`src/rtl/sprm_pkg.sv`:
```
// Shared constants and types for the scanline sprite mixer.
// Assumes a 3-bit palette field; the attribute is {opaque, front, palette}.
package sprm_pkg;
    localparam int SPR_COUNT  = 8;
    localparam int SPR_XPOS_W = 9;
    localparam int SPR_PIX_W  = 8;
    localparam int SPR_PAL_W  = 3;

    typedef struct packed {
        logic                 opaque;
        logic                 front;
        logic [SPR_PAL_W-1:0] pal;
    } spr_attr_t;

    localparam int SPR_ATTR_W = $bits(spr_attr_t);
endpackage

```
`src/rtl/sprm_lane.sv`:
```
// One sprite lane: position countdown, pattern shift register, next-byte
// holding latch and attribute. Assumes setup writes come before the line;
// a setup write takes precedence over a transfer in the same cycle.
module sprm_lane
    import sprm_pkg::*;
#(
    parameter int XW = SPR_XPOS_W,
    parameter int PW = 8
) (
    input  logic          clk,
    input  logic          rst_n,
    input  logic          cfg_hit,
    input  logic [XW-1:0] cfg_x,
    input  spr_attr_t     cfg_attr,
    input  logic          gfx_hit,
    input  logic [PW-1:0] gfx_byte,
    input  logic          pix_en,
    output logic          lit,
    output spr_attr_t     attr_o
);
    localparam int BW = $clog2(PW + 1);
    localparam logic [XW-1:0] ONE_X  = XW'(1);
    localparam logic [BW-1:0] ONE_B  = BW'(1);
    localparam logic [BW-1:0] FULL_B = BW'(PW);

    logic [XW-1:0] cnt;
    logic [PW-1:0] shreg;
    logic [PW-1:0] nxt;
    logic [BW-1:0] left;
    logic          nxt_full;
    spr_attr_t     attr;

    logic at_x, has_bits, shift_now, empty_next, xfer;

    // Decode lane state into shift and hand-over conditions.
    always_comb begin
        at_x       = (cnt == '0);
        has_bits   = (left != '0);
        shift_now  = pix_en && at_x && has_bits;
        empty_next = !has_bits || (shift_now && (left == ONE_B));
        xfer       = !cfg_hit && nxt_full && empty_next;
    end

    // Position countdown and attribute register.
    always_ff @(posedge clk) begin
        if (!rst_n) begin
            cnt  <= '0;
            attr <= '0;
        end else if (cfg_hit) begin
            cnt  <= cfg_x;
            attr <= cfg_attr;
        end else if (pix_en && !at_x) begin
            cnt <= cnt - ONE_X;
        end
    end

    // Pattern shift register and remaining-bit count.
    always_ff @(posedge clk) begin
        if (!rst_n) begin
            shreg <= '0;
            left  <= '0;
        end else if (cfg_hit) begin
            left <= '0;
        end else if (xfer) begin
            shreg <= nxt;
            left  <= FULL_B;
        end else if (shift_now) begin
            shreg <= {shreg[PW-2:0], 1'b0};
            left  <= left - ONE_B;
        end
    end

    // Next-byte holding latch filled from graphics memory.
    always_ff @(posedge clk) begin
        if (!rst_n) begin
            nxt      <= '0;
            nxt_full <= 1'b0;
        end else begin
            if (gfx_hit) nxt <= gfx_byte;
            nxt_full <= gfx_hit || (nxt_full && !xfer && !cfg_hit);
        end
    end

    assign lit    = at_x && has_bits && shreg[PW-1] && attr.opaque;
    assign attr_o = attr;

    a_r2_count_down: assert property (@(posedge clk) disable iff (!rst_n)
        (pix_en && !at_x && !cfg_hit) |=> (cnt == $past(cnt) - ONE_X));
    a_r3_hold_count: assert property (@(posedge clk) disable iff (!rst_n)
        (!pix_en && !cfg_hit && !xfer) |=> ($stable(cnt) && $stable(left)));
    a_r4_bit_bound: assert property (@(posedge clk) disable iff (!rst_n)
        left <= FULL_B);
    a_r5_refill: assert property (@(posedge clk) disable iff (!rst_n)
        (!has_bits && nxt_full && !cfg_hit) |=> (left == FULL_B));
    a_r6_opacity_gate: assert property (@(posedge clk) disable iff (!rst_n)
        !attr.opaque |-> !lit);
endmodule

```
`src/rtl/sprm_pick.sv`:
```
// Fixed-priority selector: grants the lowest-numbered lane with an opaque
// pixel. Purely combinational; assumes nothing about the request pattern.
module sprm_pick #(
    parameter int N = 8
) (
    input  logic [N-1:0] req,
    output logic [N-1:0] grant,
    output logic         any
);
    // Scan from lane 0 upward and keep the first request.
    always_comb begin
        grant = '0;
        any   = 1'b0;
        for (int i = 0; i < N; i++) begin
            if (req[i] && !any) begin
                grant[i] = 1'b1;
                any      = 1'b1;
            end
        end
    end
endmodule

```
`src/rtl/sprite_line_mixer.sv`:
```
// Scanline sprite serializer bank with background mixing. Holds one lane per
// sprite, selects the winning opaque pixel and registers the mixed byte.
// Assumes the pixel width leaves room for the flag bit and the palette.
module sprite_line_mixer
    import sprm_pkg::*;
#(
    parameter int NUM_SPR = SPR_COUNT,
    parameter int XPOS_W  = SPR_XPOS_W,
    parameter int PIX_W   = SPR_PIX_W,
    localparam int IDX_W  = $clog2(NUM_SPR),
    localparam int PAD_W  = PIX_W - 1 - SPR_PAL_W
) (
    input  logic                  clk,
    input  logic                  rst_n,
    input  logic                  cfg_we,
    input  logic [IDX_W-1:0]      cfg_sel,
    input  logic [XPOS_W-1:0]     cfg_xpos,
    input  logic [SPR_ATTR_W-1:0] cfg_attr,
    input  logic                  gfx_we,
    input  logic [IDX_W-1:0]      gfx_sel,
    input  logic [7:0]            gfx_data,
    input  logic                  pix_en,
    input  logic [PIX_W-1:0]      bg_pix,
    output logic [PIX_W-1:0]      pix_out
);
    logic [NUM_SPR-1:0] lit;
    logic [NUM_SPR-1:0] grant;
    logic               any_lit;
    spr_attr_t          lane_attr [NUM_SPR];

    logic [SPR_PAL_W-1:0] win_pal;
    logic                 win_front;
    logic [PIX_W-1:0]     mix_pix;

    for (genvar g = 0; g < NUM_SPR; g++) begin : g_lane
        sprm_lane #(.XW(XPOS_W), .PW(8)) i_lane (
            .clk      (clk),
            .rst_n    (rst_n),
            .cfg_hit  (cfg_we && (cfg_sel == IDX_W'(g))),
            .cfg_x    (cfg_xpos),
            .cfg_attr (spr_attr_t'(cfg_attr)),
            .gfx_hit  (gfx_we && (gfx_sel == IDX_W'(g))),
            .gfx_byte (gfx_data),
            .pix_en   (pix_en),
            .lit      (lit[g]),
            .attr_o   (lane_attr[g])
        );
    end

    sprm_pick #(.N(NUM_SPR)) i_pick (
        .req   (lit),
        .grant (grant),
        .any   (any_lit)
    );

    // Gather palette and front flag of the granted lane.
    always_comb begin
        win_pal   = '0;
        win_front = 1'b0;
        for (int i = 0; i < NUM_SPR; i++) begin
            if (grant[i]) begin
                win_pal   = win_pal | lane_attr[i].pal;
                win_front = win_front | lane_attr[i].front;
            end
        end
    end

    // Choose between sprite byte and background.
    always_comb begin
        if (any_lit && (win_front || (bg_pix == '0)))
            mix_pix = {1'b1, {PAD_W{1'b0}}, win_pal};
        else
            mix_pix = bg_pix;
    end

    // Output pixel latch, advanced once per pixel.
    always_ff @(posedge clk) begin
        if (!rst_n)      pix_out <= '0;
        else if (pix_en) pix_out <= mix_pix;
    end

    a_r3_out_hold: assert property (@(posedge clk) disable iff (!rst_n)
        !pix_en |=> $stable(pix_out));
    a_r7_single_winner: assert property (@(posedge clk) disable iff (!rst_n)
        $onehot0(grant) && ((grant & ~lit) == '0));
    a_r9_bg_pass: assert property (@(posedge clk) disable iff (!rst_n)
        (pix_en && (lit == '0)) |=> (pix_out == $past(bg_pix)));
    a_r9_sprite_flag: assert property (@(posedge clk) disable iff (!rst_n)
        (pix_en && (lit != '0) && (bg_pix[PIX_W-1] == 1'b0) && (bg_pix != '0))
        |=> (pix_out[PIX_W-1] == $past(win_front)));
endmodule

```
`config.mk`:
```
export PLATFORM = sky130hd
export DESIGN_NAME = sprite_line_mixer
export DESIGN_NICKNAME = d
export VERILOG_FILES = /design/src/rtl/sprm_pkg.sv /design/src/rtl/sprm_lane.sv /design/src/rtl/sprm_pick.sv /design/src/rtl/sprite_line_mixer.sv
export SDC_FILE = /design/constraint.sdc
export NUM_CORES = 1
export LEC_CHECK = 0
export ABC_CLOCK_PERIOD_IN_PS = 2860
export BUFFER_PORTS_ARGS = -buffer_cell sky130_fd_sc_hd__buf_2
export CORE_MARGIN = 2
export CORE_UTILIZATION = 30
export CTS_CLUSTER_SIZE = 16
export DETAILED_ROUTE_END_ITERATION = 16
export GPL_TIMING_DRIVEN = 0
export PLACE_DENSITY = 0.48
export SYNTH_ARGS = -nofsm -noshare
export SYNTH_HDL_FRONTEND = slang
export SYNTH_HIERARCHICAL = 1
export SYNTH_SLANG_ARGS = --single-unit
```
`constraint.sdc`:
```
create_clock -name clk -period 2.86 [get_ports clk]
set_input_delay 0.286 -clock clk [delete_from_list [all_inputs] [get_ports clk]]
set_output_delay 0.286 -clock clk [all_outputs]
set_load 0.05 [all_outputs]
```
======== Word level (Yosys, flattened, before mapping) ========
Index checks and enable logic that the tools add are counted.
storage, ports and cells
  register bits ........................... 288
  input port bits ......................... 41
cells by class
  $add $sub $neg .......................... 16
  equal/unequal tests ..................... 22
  multiplexer cells ....................... 80
  bitwise operators ....................... 23
  reductions and logical operators ........ 227
operator list
  cell                                                                 count
  9-bit two-way mux                                                    16
  8-bit two-way mux                                                    17
  1-bit logical AND                                                    112
  9-bit logical NOT                                                    8
  9-bit by 1-bit subtractor with 9-bit output (second input constant)  8
  4-bit two-way mux                                                    16
  1-bit logical NOT                                                    39
  4-bit by 1-bit == test with 1-bit output (second input constant)     8
  2-bit nonzero test                                                   16
  4-bit nonzero test                                                   8
  4-bit by 1-bit subtractor with 4-bit output (second input constant)  8
  3-bit == test (second input constant)                                8
  3-bit two-way mux                                                    8
  3-bit OR reduction                                                   8
  1-bit two-way mux                                                    23
  3-bit bitwise OR                                                     7
  1-bit logical OR                                                     17
  2-bit AND reduction                                                  8
  2-bit OR reduction                                                   8
  3-bit by 2-bit == test with 1-bit output (second input constant)     4
  1-bit NOT                                                            9
  8-bit logical NOT                                                    1
  1-bit bitwise OR                                                     7
  3-bit by 1-bit == test with 1-bit output (second input constant)     2
  3-bit logical NOT                                                    2

======== Depth between registers and ports, before layout ========
  depth after elaboration ................. 30
  mapped depth ............................ 11
  depth with buffers taken out ............ 11

======== Cells and area by module ========
Netlist, hierarchy kept.
modules (own cells, without submodules)
  module                            instances  cells an instance  area an instance (µm²)  seq. area each (µm²)
  sprm_lane (g_lane[0].i_lane ...)  5          189                1810.5                  700.7
  sprm_lane (g_lane[7].i_lane)      1          195                1765.4                  700.7
  sprm_lane (g_lane[5].i_lane)      1          193                1744.2                  700.7
  sprm_lane (g_lane[6].i_lane)      1          172                1617.8                  700.7
  sprite_line_mixer                 1          84                 621.8                   160.2
  sprm_pick                         1          12                 96.3                    0.0

======== Worst setup path before layout ========
OpenSTA, ideal clock, no wires.
  path type ............................... register to register
  start ................................... register g_lane[3].i_lane.cnt[0]
  end ..................................... register pix_out[3]
  setup time .............................. 0.124 ns
  data arrival time ....................... 2.487 ns
  setup slack ............................. 0.249 ns
  stages on the path, launching flop included .. 11
  path buffers ............................ 0
  period minus slack after synthesis ...... 2.611 ns
  path through ............................ dfxtp_1 > inv_1 > ha_1 > nor4b_1 > nand2_1 > nor2_1 > nor4b_1 > a22oi_1 > and4_1 > a21oi_1 > nor2_1
on the way
  elaborated cells between the ends (all ways) .. 35
  classes of those cells .................. mux (16); bitwise (4); reduce/logical (15)
RTL lines
  what                                line                     RTL
  start: declaration                  sprm_lane.sv:26          logic [XW-1:0] cnt;
  start signal: assignment            sprm_lane.sv:50          cnt <= cfg_x;
  start signal: assignment            sprm_lane.sv:53          cnt <= cnt - ONE_X;
  9-bit logical NOT (*)               sprm_lane.sv:37          at_x = (cnt == '0);
  1-bit logical AND (*) (3 in a row)  sprm_lane.sv:84          assign lit = at_x && has_bits && shreg[PW-1] && attr.opaque;
  named net lit[3]                    sprite_line_mixer.sv:26  logic [NUM_SPR-1:0] lit;
  1-bit logical AND (*)               sprm_pick.sv:15          if (req[i] && !any) begin
  1-bit two-way mux (*)               sprm_pick.sv:15
  named net grant[3]                  sprite_line_mixer.sv:27  logic [NUM_SPR-1:0] grant;
  1-bit two-way mux (*)               sprite_line_mixer.sv:61  if (grant[i]) begin
  1-bit bitwise OR                    sprite_line_mixer.sv:63  win_front = win_front | lane_attr[i].front;
  [2 not listed]                      n/a
  1-bit two-way mux (*)               sprite_line_mixer.sv:61
  1-bit bitwise OR                    sprite_line_mixer.sv:63
  1-bit two-way mux (*)               sprite_line_mixer.sv:61
  1-bit bitwise OR                    sprite_line_mixer.sv:63
  1-bit two-way mux (*)               sprite_line_mixer.sv:61
  1-bit logical OR (*)                sprite_line_mixer.sv:70  if (any_lit && (win_front || (bg_pix == '0)))
  1-bit logical AND (*)               sprite_line_mixer.sv:70
  8-bit two-way mux (*)               sprite_line_mixer.sv:70
  end signal: assignment              sprite_line_mixer.sv:79  else if (pix_en) pix_out <= mix_pix;
  end: declaration                    sprite_line_mixer.sv:24  output logic [PIX_W-1:0] pix_out
The timed path passes the listed nets; every way through them passes the cells marked *.
A chain may end at the register's enable or synchronous reset.

======== Final worst setup path ========
  start ................................... register g_lane[3].i_lane.left[0]
  end ..................................... register pix_out[0]
on the way
  cells in the longest elaborated chain, start to end .. 22
  elaborated cells between the ends (all ways) .. 44
  classes of those cells .................. mux (21); bitwise (8); reduce/logical (15)
ends and longest elaborated chain
  what                                line                     RTL
  start: declaration                  sprm_lane.sv:29          logic [BW-1:0] left;
  start signal: assignment            sprm_lane.sv:69          left <= left - ONE_B;
  4-bit nonzero test (*)              sprm_lane.sv:38          has_bits = (left != '0);
  1-bit logical AND (*) (3 in a row)  sprm_lane.sv:84
  named net lit[3]                    sprite_line_mixer.sv:26
  1-bit logical AND (*)               sprm_pick.sv:15
  1-bit two-way mux (*)               sprm_pick.sv:15
  1-bit logical NOT                   sprm_pick.sv:15
  1-bit logical AND                   sprm_pick.sv:15
  1-bit two-way mux (*)               sprm_pick.sv:15
  [6 not listed]                      n/a
  1-bit logical NOT (*)               sprm_pick.sv:15
  1-bit logical AND (*)               sprm_pick.sv:15
  1-bit two-way mux (*)               sprm_pick.sv:15
  named net grant[7]                  sprite_line_mixer.sv:27
  1-bit two-way mux                   sprite_line_mixer.sv:61
  1-bit logical OR                    sprite_line_mixer.sv:70
  1-bit logical AND                   sprite_line_mixer.sv:70
  8-bit two-way mux (*)               sprite_line_mixer.sv:70
Marked as above.

==> results.txt <==
The total power draw is 14800 µW. The arrival time at the worst endpoint is 3.14 ns. The min-delay analysis places its worst path in the category primary input to flop.

The total count of max-transition violations in the final report came out at 0. The headroom to the max-slew limit came out at 13.4%. The worst-skew pair later-pin latency came out at 0.54 ns. The synthesized area divided by synthesized cell count is 9.31 µm². Entering global routing, the biggest net connects 57 pins.

The flow ran to the end, and the final reports show no timing, DRC or antenna violations. The total overflow reported by the global router is 0. The y dimension of the die is 227 µm. The total power divided by cell area is 845 nW/µm². The post-route clock skew came out at 0.0155 ns.

The total standard cell area after synthesis came out at 14900 µm². After technology mapping, the gate count stands at 1601. The die boundary width is 227 µm. Across every metal layer, demand over resource in global routing totals 18.3%. The net count after synthesis came out at 1674.

The number of sinks handled by clock tree synthesis is 288. The die covers 51500 µm². The highest net fanout along the worst path is 5. The critical path launch point type is a flop. The number of iterations in the first detailed-routing pass is 5.

The area growth from synthesis to layout is 17.3%. The per-cell via count in the routed design came out at 5.35. The cell area after placement came out at 16000 µm².

The total of warnings raised by yosys is 6. The detailed-route wire length is 46500 µm. The most common cell after layout, fill and taps aside is sky130_fd_sc_hd__dfxtp_1. The final hold violation count is 0.

The critical path required time is 3.31 ns. The number of antenna violations at the first check in global routing was 6. The number of synthesized flops with an enable pin came out at 0. The first-pass GRT wire length came out at 72800 µm. The count of cells in the finished layout, fillers not included, comes to 2382. The final cell area excluding filler cells came out at 17500 µm². The post-synthesis sequential area ratio came out at 38.7%. The clock tree from TritonCTS is yes. After floorplanning, the core was divided into 81 placement rows. The I/O pin count came out at 49. The initial utilization of the core area, before any placement, comes to 30.4%. The endpoint class of the critical path is a flop. Setup repair after global routing left no endpoint under its margin.

The final routed wire length divided by cell count is 19.5 µm. The setup path with the least slack is of type flop to flop. The core footprint is 49000 µm². The fmax is 372 MHz.

The final HPWL from detailed placement is 30900 µm. The number of fill cells came out at 4980. The area of all sequential standard cells came out at 5770 µm². The H-tree was split into 2 levels.

The number of antenna-violating nets in the routed design came out at 0. The routed layout has 12700 vias. The longest clock path from root to sink contains 3 buffers. Setup violations remaining at the end of the flow were counted as 0. The worst hold-check slack is 0.0799 ns.

The clock period minus worst slack is 2.69 ns. The routability congestion estimate from global placement came out at 0.822. The area occupied by multi-input gates is 8800 µm².

At the end of the flow, the number of nets in the layout was 1767. Across the VDD grid, the largest voltage drop is 0.322 mV. The share of flip-flops with an asynchronous set or reset came out at 0%.

The cell leakage power came out at 0.00590 µW. The clock transition at the registers of the reported paths is 0.05 ns. Counting tap cells, the placed design contains a total of 2313 instances. Among all flip-flop cells after synthesis, the most frequent one is sky130_fd_sc_hd__dfxtp_1. In the layout the commonest cells are sky130_fd_sc_hd__dfxtp_1, sky130_fd_sc_hd__mux2i_1, sky130_fd_sc_hd__nor2_1. The number of synthesized register bits came out at 288. The DRC violation count after routing came out at 0. In this run the clock root is driven by a sky130_fd_sc_hd__clkbuf_16. For this block, the initial DRC count from the detailed router was 1042. The slew at the pin closest to its max-slew limit came out at 1.30 ns. For this design, the CTS-stage hold fixing added 0 buffers. The clock buffer count from CTS came out at 36. The unique cell type count in the Yosys netlist is 83. The final worst-path cycle share is 94.1%.

The number of port buffers is 48. Of the cells placed in the final design, the portion with a size suffix greater than 1 is 14.7%. Max-cap violations in this run came to 0. The via count of the first global-routing pass came out at 12300.
## flip-flops by register name, indices dropped and copies added, names as in the netlist
register,cells
g_lane.i_lane/cnt,72
g_lane.i_lane/nxt,64
g_lane.i_lane/shreg,64
g_lane.i_lane/attr_o,40
g_lane.i_lane/left,32
g_lane.i_lane/nxt_full,8
pix_out,8
## worst paths after layout
check / slack [ns] / depth (start not counted) / from / endpoint
setup reg to reg: 0.17 / 11 / g_lane[3].i_lane/left[0]$_SDFFE_PP0P_ / pix_out[0]$_SDFFE_PN0P_
setup / recovery: 0.17 / 11 / g_lane[3].i_lane/left[0]$_SDFFE_PP0P_ / pix_out[0]$_SDFFE_PN0P_
hold / removal: 0.08 / 3 / bg_pix[1] / pix_out[1]$_SDFFE_PN0P_
hold reg to reg: 0.45 / 2 / g_lane[3].i_lane/nxt[0]$_SDFFE_PN0P_ / g_lane[3].i_lane/shreg[0]$_SDFFE_PN0P_
## metal layers
layer  GRT usage [%]  vias up  part of all wire (%)
met3            3.19       82                   4.5
met2            29.2      226                    45
met4            5.79        8                   2.8
met1            24.9     6212                    47
met5               0        -                  0.11
li1                -     6220                     -
## what timing repair did
action / 4_1_cts / 5_1_grt
setup endpoints to repair: 8 / 8
pin swaps: 1 / 4
resized for setup: 31 / 23
setup buffers: 1 / 6
## where the power goes
group / total [µW] / leakage (µW) / internal (µW) / switching, µW
clock network: 4620 / 0.000587 / 2790 / 1820
registers: 5190 / 0.00234 / 4540 / 651
logic: 4970 / 0.00297 / 2240 / 2730
## cells by family after synthesis
| group | synth area share, % |
|---|---|
| mux | 8.86 |
| buf+inv | 3.99 |
| flops | 38.7 |
| compound gates | 22.4 |
| xor+xnor | 2.00 |
| fa+ha+maj | 2.69 |
| simple gates | 21.3 |
## layout make-up
type	instances	share of cell area, %
well taps	664	4.75
clock inverters	9	0.594
clock buffers	51	6.17
plain buffers	82	2.38
inverters	48	1.03
diodes	2	0.0286
multi-input cells	1183	50.4
flip-flops and latches	288	33.0
repair buffers	55	1.68
## per-stage QoR
stage / utilization [%] / worst slack (ns) / TNS [ns]
global placement: 32.6 / -0.604 / -4.77
floorplan: - / 0.249 / 0
finish: 35.7 / 0.170 / 0
CTS: 35.4 / 0.000375 / 0
detailed placement: 32.6 / -0.626 / -5.07
global route: 35.7 / 0.0122 / 0
## critical path, stage by stage, from the launching register on
cell,delay (ns)
sky130_fd_sc_hd__dfxtp_1,0.34
sky130_fd_sc_hd__inv_1,0.07
sky130_fd_sc_hd__ha_2,0.19
sky130_fd_sc_hd__or3b_4,0.43
sky130_fd_sc_hd__nand3_1,0.13
sky130_fd_sc_hd__nor2_2,0.08
sky130_fd_sc_hd__nor4_4,0.35
sky130_fd_sc_hd__and4b_2,0.32
sky130_fd_sc_hd__a22oi_1,0.08
sky130_fd_sc_hd__and4_4,0.22
sky130_fd_sc_hd__a21o_4,0.23
sky130_fd_sc_hd__o22ai_1,0.16
## synth_stat cells (all sizes together) (25+ instances only)
| cell type | count | share of area [%] |
|---|---|---|
| nand2 | 55 | 1.4 |
| o31ai | 55 | 3.3 |
| o21ai | 85 | 2.9 |
| a22oi | 87 | 4.4 |
| nand3 | 25 | 0.84 |
| nor4 | 33 | 2.7 |
| dfxtp | 288 | 39 |
| nor2b | 73 | 3.1 |
| nor2 | 118 | 3.0 |
| inv | 46 | 1.2 |
| clkbuf | 46 | 1.2 |
| nor3 | 30 | 1.0 |
| a31oi | 46 | 1.9 |
| nand2b | 29 | 1.2 |
| buf | 36 | 1.6 |
| ha | 32 | 2.7 |
| xnor2 | 27 | 1.6 |
| mux2i | 124 | 8.3 |
| a21oi | 87 | 2.9 |
Power figures use the tool's default switching activity.
